==> src/rtl/chrmap_pkg.sv <==
package chrmap_pkg;
  typedef enum logic [1:0] {
    LAYOUT_FLAT8K = 2'd0,
    LAYOUT_RAM    = 2'd1,
    LAYOUT_OUTER  = 2'd2
  } layout_e;

  localparam int FLAT_BIT = 6;
  localparam int RAM_BIT  = 5;
  localparam int SPLIT_BIT = 1;
endpackage

==> src/rtl/chr_layout_decode.sv <==
module chr_layout_decode
  import chrmap_pkg::*;
#(
  parameter int DATA_W = 8
) (
  input  logic [DATA_W-1:0] mode_reg,
  output layout_e           layout
);
  always_comb begin
    if (mode_reg[FLAT_BIT])      layout = LAYOUT_FLAT8K;
    else if (mode_reg[RAM_BIT])  layout = LAYOUT_RAM;
    else                         layout = LAYOUT_OUTER;
  end
endmodule

==> src/rtl/chr_slot_override.sv <==
module chr_slot_override
  import chrmap_pkg::*;
#(
  parameter int DATA_W = 8,
  parameter int CHR_AW = 13,
  parameter int SLOT_AW = 10
) (
  input  logic [CHR_AW-1:0] addr,
  input  logic [DATA_W-1:0] inner_bank,
  input  logic [DATA_W-1:0] cmd,
  input  logic [DATA_W-1:0] split_reg,
  input  logic [DATA_W-1:0] src0,
  input  logic [DATA_W-1:0] src1,
  input  logic [DATA_W-1:0] src2,
  input  logic [DATA_W-1:0] src3,
  output logic [DATA_W-1:0] bank_sel
);
  localparam int IDX_W = CHR_AW - SLOT_AW - 1;
  localparam int NSRC  = 1 << IDX_W;

  logic [DATA_W-1:0] srcs [NSRC];
  logic              in_half;
  logic [IDX_W-1:0]  idx;

  assign srcs[0] = src0;
  assign srcs[1] = src1;
  assign srcs[2] = src2;
  assign srcs[3] = src3;

  assign in_half = (addr[CHR_AW-1] == cmd[DATA_W-1]);
  assign idx     = addr[CHR_AW-2:SLOT_AW];

  always_comb begin
    if (split_reg[SPLIT_BIT] && in_half) bank_sel = srcs[idx];
    else                                 bank_sel = inner_bank;
  end
endmodule

==> src/rtl/chr_addr_compose.sv <==
module chr_addr_compose
  import chrmap_pkg::*;
#(
  parameter int DATA_W = 8,
  parameter int CHR_AW = 13,
  parameter int SLOT_AW = 10,
  parameter int LATCH_W = 2,
  parameter int RAM_AW = 13
) (
  input  layout_e            layout,
  input  logic [CHR_AW-1:0]  addr,
  input  logic [DATA_W-1:0]  outer_reg,
  input  logic [LATCH_W-1:0] latch,
  input  logic [DATA_W-1:0]  inner_bank,
  input  logic [DATA_W-1:0]  sel_bank,
  output logic [DATA_W+CHR_AW-1:0] phys_addr,
  output logic               ram_sel
);
  localparam int SEL_W  = CHR_AW - SLOT_AW;
  localparam int BANK_W = DATA_W + SEL_W;
  localparam int OUT_AW = BANK_W + SLOT_AW;
  localparam int RAM_BW = RAM_AW - SLOT_AW;

  logic [DATA_W-1:0] flat_bank;
  logic [BANK_W-1:0] outer_base;
  logic [BANK_W-1:0] outer_bank;

  assign flat_bank  = outer_reg | {{(DATA_W-LATCH_W){1'b0}}, latch};
  assign outer_base = {1'b0, outer_reg[DATA_W-2:0], {SEL_W{1'b0}}};
  assign outer_bank = outer_base | {{SEL_W{1'b0}}, sel_bank};

  always_comb begin
    ram_sel = 1'b0;
    unique case (layout)
      LAYOUT_FLAT8K: phys_addr = {flat_bank, addr};
      LAYOUT_RAM: begin
        ram_sel   = 1'b1;
        phys_addr = {{(OUT_AW-RAM_AW){1'b0}}, inner_bank[RAM_BW-1:0], addr[SLOT_AW-1:0]};
      end
      default: phys_addr = {outer_bank, addr[SLOT_AW-1:0]};
    endcase
  end
endmodule

==> src/rtl/chr_bank_mapper.sv <==
module chr_bank_mapper
  import chrmap_pkg::*;
#(
  parameter int DATA_W = 8,
  parameter int CHR_AW = 13,
  parameter int SLOT_AW = 10,
  parameter int LATCH_W = 2,
  parameter int RAM_AW = 13,
  localparam int OUT_AW = DATA_W + CHR_AW
) (
  input  logic               clk,
  input  logic               rst,
  input  logic [CHR_AW-1:0]  addr_i,
  input  logic [DATA_W-1:0]  inner_bank_i,
  input  logic [DATA_W-1:0]  cmd_i,
  input  logic [DATA_W-1:0]  ext_mode_i,
  input  logic [DATA_W-1:0]  ext_outer_i,
  input  logic [DATA_W-1:0]  ext_split_i,
  input  logic [DATA_W-1:0]  ext_slot1_i,
  input  logic [DATA_W-1:0]  ext_slot3_i,
  input  logic [LATCH_W-1:0] latch_i,
  input  logic [DATA_W-1:0]  base0_i,
  input  logic [DATA_W-1:0]  base1_i,
  output logic [OUT_AW-1:0]  chr_addr_o,
  output logic               ram_sel_o
);
  layout_e           layout;
  logic [DATA_W-1:0] sel_bank;
  logic [OUT_AW-1:0] next_addr;
  logic              next_ram;
  logic              warm;

  chr_layout_decode #(.DATA_W(DATA_W)) u_decode (
    .mode_reg (ext_mode_i),
    .layout   (layout)
  );

  chr_slot_override #(.DATA_W(DATA_W), .CHR_AW(CHR_AW), .SLOT_AW(SLOT_AW)) u_override (
    .addr       (addr_i),
    .inner_bank (inner_bank_i),
    .cmd        (cmd_i),
    .split_reg  (ext_split_i),
    .src0       (base0_i),
    .src1       (ext_slot1_i),
    .src2       (base1_i),
    .src3       (ext_slot3_i),
    .bank_sel   (sel_bank)
  );

  chr_addr_compose #(.DATA_W(DATA_W), .CHR_AW(CHR_AW), .SLOT_AW(SLOT_AW),
                     .LATCH_W(LATCH_W), .RAM_AW(RAM_AW)) u_compose (
    .layout     (layout),
    .addr       (addr_i),
    .outer_reg  (ext_outer_i),
    .latch      (latch_i),
    .inner_bank (inner_bank_i),
    .sel_bank   (sel_bank),
    .phys_addr  (next_addr),
    .ram_sel    (next_ram)
  );

  always_ff @(posedge clk) begin
    if (rst) begin
      chr_addr_o <= '0;
      ram_sel_o  <= 1'b0;
      warm       <= 1'b0;
    end else begin
      chr_addr_o <= next_addr;
      ram_sel_o  <= next_ram;
      warm       <= 1'b1;
    end
  end

  AST_RAM_WRAP: assert property (@(posedge clk) disable iff (rst)
    ram_sel_o |-> (chr_addr_o[OUT_AW-1:RAM_AW] == '0));

  AST_RAM_LAYOUT: assert property (@(posedge clk) disable iff (rst)
    warm |-> (ram_sel_o == ($past(ext_mode_i[RAM_BIT]) && !$past(ext_mode_i[FLAT_BIT]))));

  AST_FLAT_LOW: assert property (@(posedge clk) disable iff (rst)
    (warm && $past(ext_mode_i[FLAT_BIT])) |-> (chr_addr_o[CHR_AW-1:0] == $past(addr_i)));

  AST_OFFSET_PASS: assert property (@(posedge clk) disable iff (rst)
    warm |-> (chr_addr_o[SLOT_AW-1:0] == $past(addr_i[SLOT_AW-1:0])));
endmodule

==> config.mk <==
export PLATFORM = sky130hd
export DESIGN_NAME = chr_bank_mapper
export DESIGN_NICKNAME = d
export VERILOG_FILES = /design/src/rtl/chrmap_pkg.sv /design/src/rtl/chr_layout_decode.sv /design/src/rtl/chr_slot_override.sv /design/src/rtl/chr_addr_compose.sv /design/src/rtl/chr_bank_mapper.sv
export SDC_FILE = /design/constraint.sdc
export NUM_CORES = 1
export LEC_CHECK = 0
export BUFFER_PORTS_ARGS = -buffer_cell sky130_fd_sc_hd__buf_2
export CAP_MARGIN = 20
export CORE_MARGIN = 2
export CORE_UTILIZATION = 37
export CTS_CLUSTER_SIZE = 40
export DETAILED_ROUTE_END_ITERATION = 16
export PLACE_DENSITY = 0.83
export SLEW_MARGIN = 25
export SYNTH_ARGS = -nofsm -noshare
export SYNTH_HDL_FRONTEND = slang
export SYNTH_SLANG_ARGS = --single-unit
==> constraint.sdc <==
create_clock -name clk -period 2.9 [get_ports clk]
set_clock_uncertainty 0.1 [all_clocks]
set_input_delay 0.87 -clock clk [delete_from_list [all_inputs] [get_ports clk]]
set_output_delay 0.87 -clock clk [all_outputs]
set_load 0.01 [all_outputs]
; ---- Word-level counts from Yosys, hierarchy flattened
; Cells that the tools add are included.
[totals]
output_inout_bits = 22
inputBits = 89
reg_bits = 22
[classes]
reduce_logical = 2
mux = 8
n_bitwise = 3
magnitude_cmp = 1
eq_ne = 2
[op_table]
columns = operator, n
row1 = $pmux 21 s2, 1
row2 = $mux 8, 3
row3 = $bmux 8 s2, 1
row4 = $or 10x8->10, 1
row5 = $or 8x2->8, 1
row6 = $mux 2, 2
row7 = $ge 3x3->1 const B, 1
row8 = $not 2->3, 1
row9 = $eq 2x1->1 const B, 1
row10 = $logic_not 2->1, 1
row11 = $eq 1x1->1, 1
row12 = $logic_and 1x1->1, 1
row13 = $mux 1, 1

; ---- Logic depth before layout (Yosys ltp)
[logic_depth]
depth_word = 7
ltp_mapped = 4
mapped_depth_nobuf = 3

; ---- By module
; A second synthesis with hierarchy kept.
[hier_totals]
hier_cells = 109
hier_area_um2 = 1213.7
[by_module_without_submodules]
columns = mod, n_inst, cells_each, area_per_inst_um2
row1 = chr_bank_mapper, 1, 46, 640.6
row2 = chr_slot_override, 1, 20, 297.8
row3 = chr_addr_compose, 1, 41, 257.7
row4 = chr_layout_decode, 1, 2, 17.5

; ---- Worst setup path before layout
; OpenSTA, ideal clock, no wires.
[synth_path]
kind = in2reg
from = input addr_i[10]
to = register chr_addr_o[10]
path_buffers = 1
arrival_time_ns = 1.929
path_stages = 4
setup_time_ns = 0.122
setup_slack_ns = 0.749
cell_sequence = buf_6 > mux4_2 > and4_1 > a311o_1
[synth_via]
elab_chain_cells = 7
[synth_rtl]
columns = item, line
row1 = from (decl), chr_bank_mapper.sv:13  ; input logic [CHR_AW-1:0] addr_i,
row2 = $not 2->3 (implied by the code), chr_slot_override.sv:34  ; if (split_reg[SPLIT_BIT] && in_half) bank_sel = srcs[idx];
row3 = $bmux 8 s2, chr_slot_override.sv:34
row4 = $mux 8 (implied by the code) (2 in series), chr_slot_override.sv:34
row5 = $mux 8, chr_slot_override.sv:34
row6 = $or 10x8->10, chr_addr_compose.sv:30  ; assign outer_bank = outer_base | {{SEL_W{1'b0}}, sel_bank};
row7 = $pmux 21 s2 *, chr_addr_compose.sv:34  ; unique case (layout)
row8 = to (signal assigned), chr_bank_mapper.sv:68  ; chr_addr_o <= next_addr;
row9 = to (decl), chr_bank_mapper.sv:24  ; output logic [OUT_AW-1:0] chr_addr_o,
; Every way passes the cells marked *; elsewhere a longest branch is shown, timed or not. The select of a mux whose other input is x is not followed.
; A chain may end at the register's enable or synchronous reset.

; ---- Worst setup path after layout
[layout_path]
from = input addr_i[10]
to = register chr_addr_o[11]
[layout_via]
elab_chain_cells = 7
[layout_rtl]
columns = item, line
row1 = $not 2->3 (implied by the code), chr_slot_override.sv:34
row2 = $bmux 8 s2, chr_slot_override.sv:34
row3 = $mux 8 (implied by the code) (2 in series), chr_slot_override.sv:34
row4 = $mux 8, chr_slot_override.sv:34
row5 = $or 10x8->10, chr_addr_compose.sv:30
row6 = $pmux 21 s2, chr_addr_compose.sv:34
; No other way between the ends. The select of a mux whose other input is x is not followed.

==> impl_metrics.ini <==
[status]
outcome = completed

[global_routing]
first_global_vias = 1112
grt_overflow = 0
antenna_found_initial = 0
grt_max_degree = 23
grt_pass1_wl_um = 4600
track_usage = 0.176

[clocking]
clockBufferDepth = 2
cts_sinks = 22
path_clk_slew_ns = 0.11
root_buffer = clkbuf_4
cts_setup_buffers = 0
cts_tree = yes
cts_hold_buf = 0
cts_max_level = 1
cts_buffers = 3
cts_resized = 0

[job]
drv_cap = 0

[cells_and_area]
fin_util = 0.562
final_cell_mix = buf_2, dfxtp_1, nor2b_1, mux4_2, and4_1
area_delta_synth_final_pct = 45.7
multi_input_area_sq_um = 576
drive_gt1_frac = 0.556
fin_nets = 271
final_common_cell = buf_2
fillCellCount = 256
n_antenna_cell = 0
ff_latch_area_sq_um = 440

[synth]
synth_cell_types = 23
synth-seq-cells = 22
syn_area_sq_mm = 0.00105
syn_avg_cell_area_sq_um = 11.2
netlist_instances = 94
synth_seq_area_share = 0.418
synth_ff_type = dfxtp_1
synth_warnings = 0
synth_nets = 183
synth_edf_count = 0
synthArstFlopShare = 0

[worst_setup_path]
arrival_ns = 2.15
crit_path_top_delay_cell = mux4_2
critPathMaxStageDelay_ns = 0.54
worstSetupStartpointType = primary input
end_kind = flop
critPathRequiredTime_ns = 2.99
path_max_fanout = 9
cp_cell_sequence = buf_2 -> mux4_2 -> and4_1 -> a311o_1
path_class = primary input to flop

[pwr]
netSwitchingFraction = 0.248
max-vdd-ir-drop_v = 0.000314
cellLeakagePower_nw = 0.772
power_frac_comb = 0.246
p_switching_uw = 149
p_per_area_mw_per_mm2 = 392
p_int_uw = 453
pwr-share-seq = 0.539
clockPowerShare = 0.215

[detailed_routing]
routedWlPerCell_um = 13.3
antenna_left = 0
avgViaCountPerCell = 5.29
first_pass_iters = 4
num_vias = 1116
wl_um = 2800
drtIter0Drc = 22
drc_errors = 0

[die]
die_h_um = 57.4
fp.dieW_um = 57.4
io_pins = 111
rows = 19
initial_core_util = 0.385
coreArea_sq_mm = 0.00273
dieArea_sq_mm = 0.00329

[timing]
fin_crit_ns = 2.05
clock.fmax_mhz = 488
setup_viol = 0
tns_ns = 0
rsz0062_at_grt = false
slew_viol_final = 0
tightest_slew_ns = 0.720
finalCritPeriodShare = 0.707
maxSlewHeadroom = 0.516
hold_viol = 0

[place]
port_buffers = 90
detailed_place_hpwl_um = 2320
gp_congestion = 0.730

[worst_hold_path]
hold_path_class = primary input to flop
hold_depth = 2
## cell usage after synthesis (all sizes together), types with 2 or more instances
cell type  instances  area (sq um)
dfxtp             22           440
a21boi             2          15.0
mux4               8           188
nor4b              3          26.3
nor2               4          15.0
a311o              3          30.0
a211oi             2          15.0
and4               6          52.6
and2               2          12.5
nor2b             11          68.8
nand2              5          18.8
a21oi              3          15.0
clkbuf             7          26.3
o31a               2          17.5
nand3b             3          22.5
a221o              3          30.0
and3               2          12.5
a21o               2          15.0
## final timing paths
| check | start | end |
|---|---|---|
| max | addr_i[10] | chr_addr_o[11]$_SDFF_PP0_ |
| min | ext_outer_i[6] | chr_addr_o[19]$_SDFF_PP0_ |
## registers in the layout, summed over array words and instances, names as in the netlist
| signal | cells |
|---|---|
| chr_addr_o | 21 |
| ram_sel_o | 1 |
## layout make-up
cell class | count | share of cell area
clock buffers | 3 | 0.0147
repair buffers | 91 | 0.298
well taps | 31 | 0.0253
flip-flops and latches | 22 | 0.287
multi-input cells | 64 | 0.375
## cell families after synthesis
logic type	after synthesis	synth area share
simple gates	38	0.229
xor+xnor	1	0.00832
buf+inv	8	0.0356
mux	8	0.178
flops	22	0.418
compound gates	17	0.131
## per-stage QoR
step	hold slack (ns)	setup WS [ns]	area [sq um]	instances	power, mW
after floorplan	0.884	0.749	1050	94	0.408
after global placement	0.976	0.562	1510	208	0.477
after detailed placement	0.980	0.517	1510	208	0.481
after CTS	0.665	0.845	1540	211	0.612
after global routing	0.654	0.787	1540	211	0.637
final	0.671	0.849	1540	211	0.602
## per-layer routing
metal  share of wire  global-route usage  up-vias  wire length (um)
met5               0                   0        -                 0
met3            0.12              0.0454        2               349
met1            0.37               0.195      501              1030
met2            0.50               0.326       81              1410
li1                -                   -      532                 -
met4          0.0036              0.0498        0                10
## power by group through the flow
stage / logic [mW] / clock network, mW / registers (mW)
6_report: 0.148 / 0.130 / 0.325
5_1_grt: 0.164 / 0.147 / 0.327
4_1_cts: 0.150 / 0.137 / 0.325
3_5_place_dp: 0.149 / 0 / 0.332
3_3_place_gp: 0.145 / 0 / 0.332
2_1_floorplan: 0.0649 / 0 / 0.343
## worst max-delay path, delay by kind of cell
family / cells / cell delay [ns]
AOI/OAI and AO/OA: 1 / 0.26
buffers and inverters: 1 / 0.25
muxes: 1 / 0.54
and+or+nand+nor: 1 / 0.22
No activity file was read; power rests on OpenSTA's default activity.
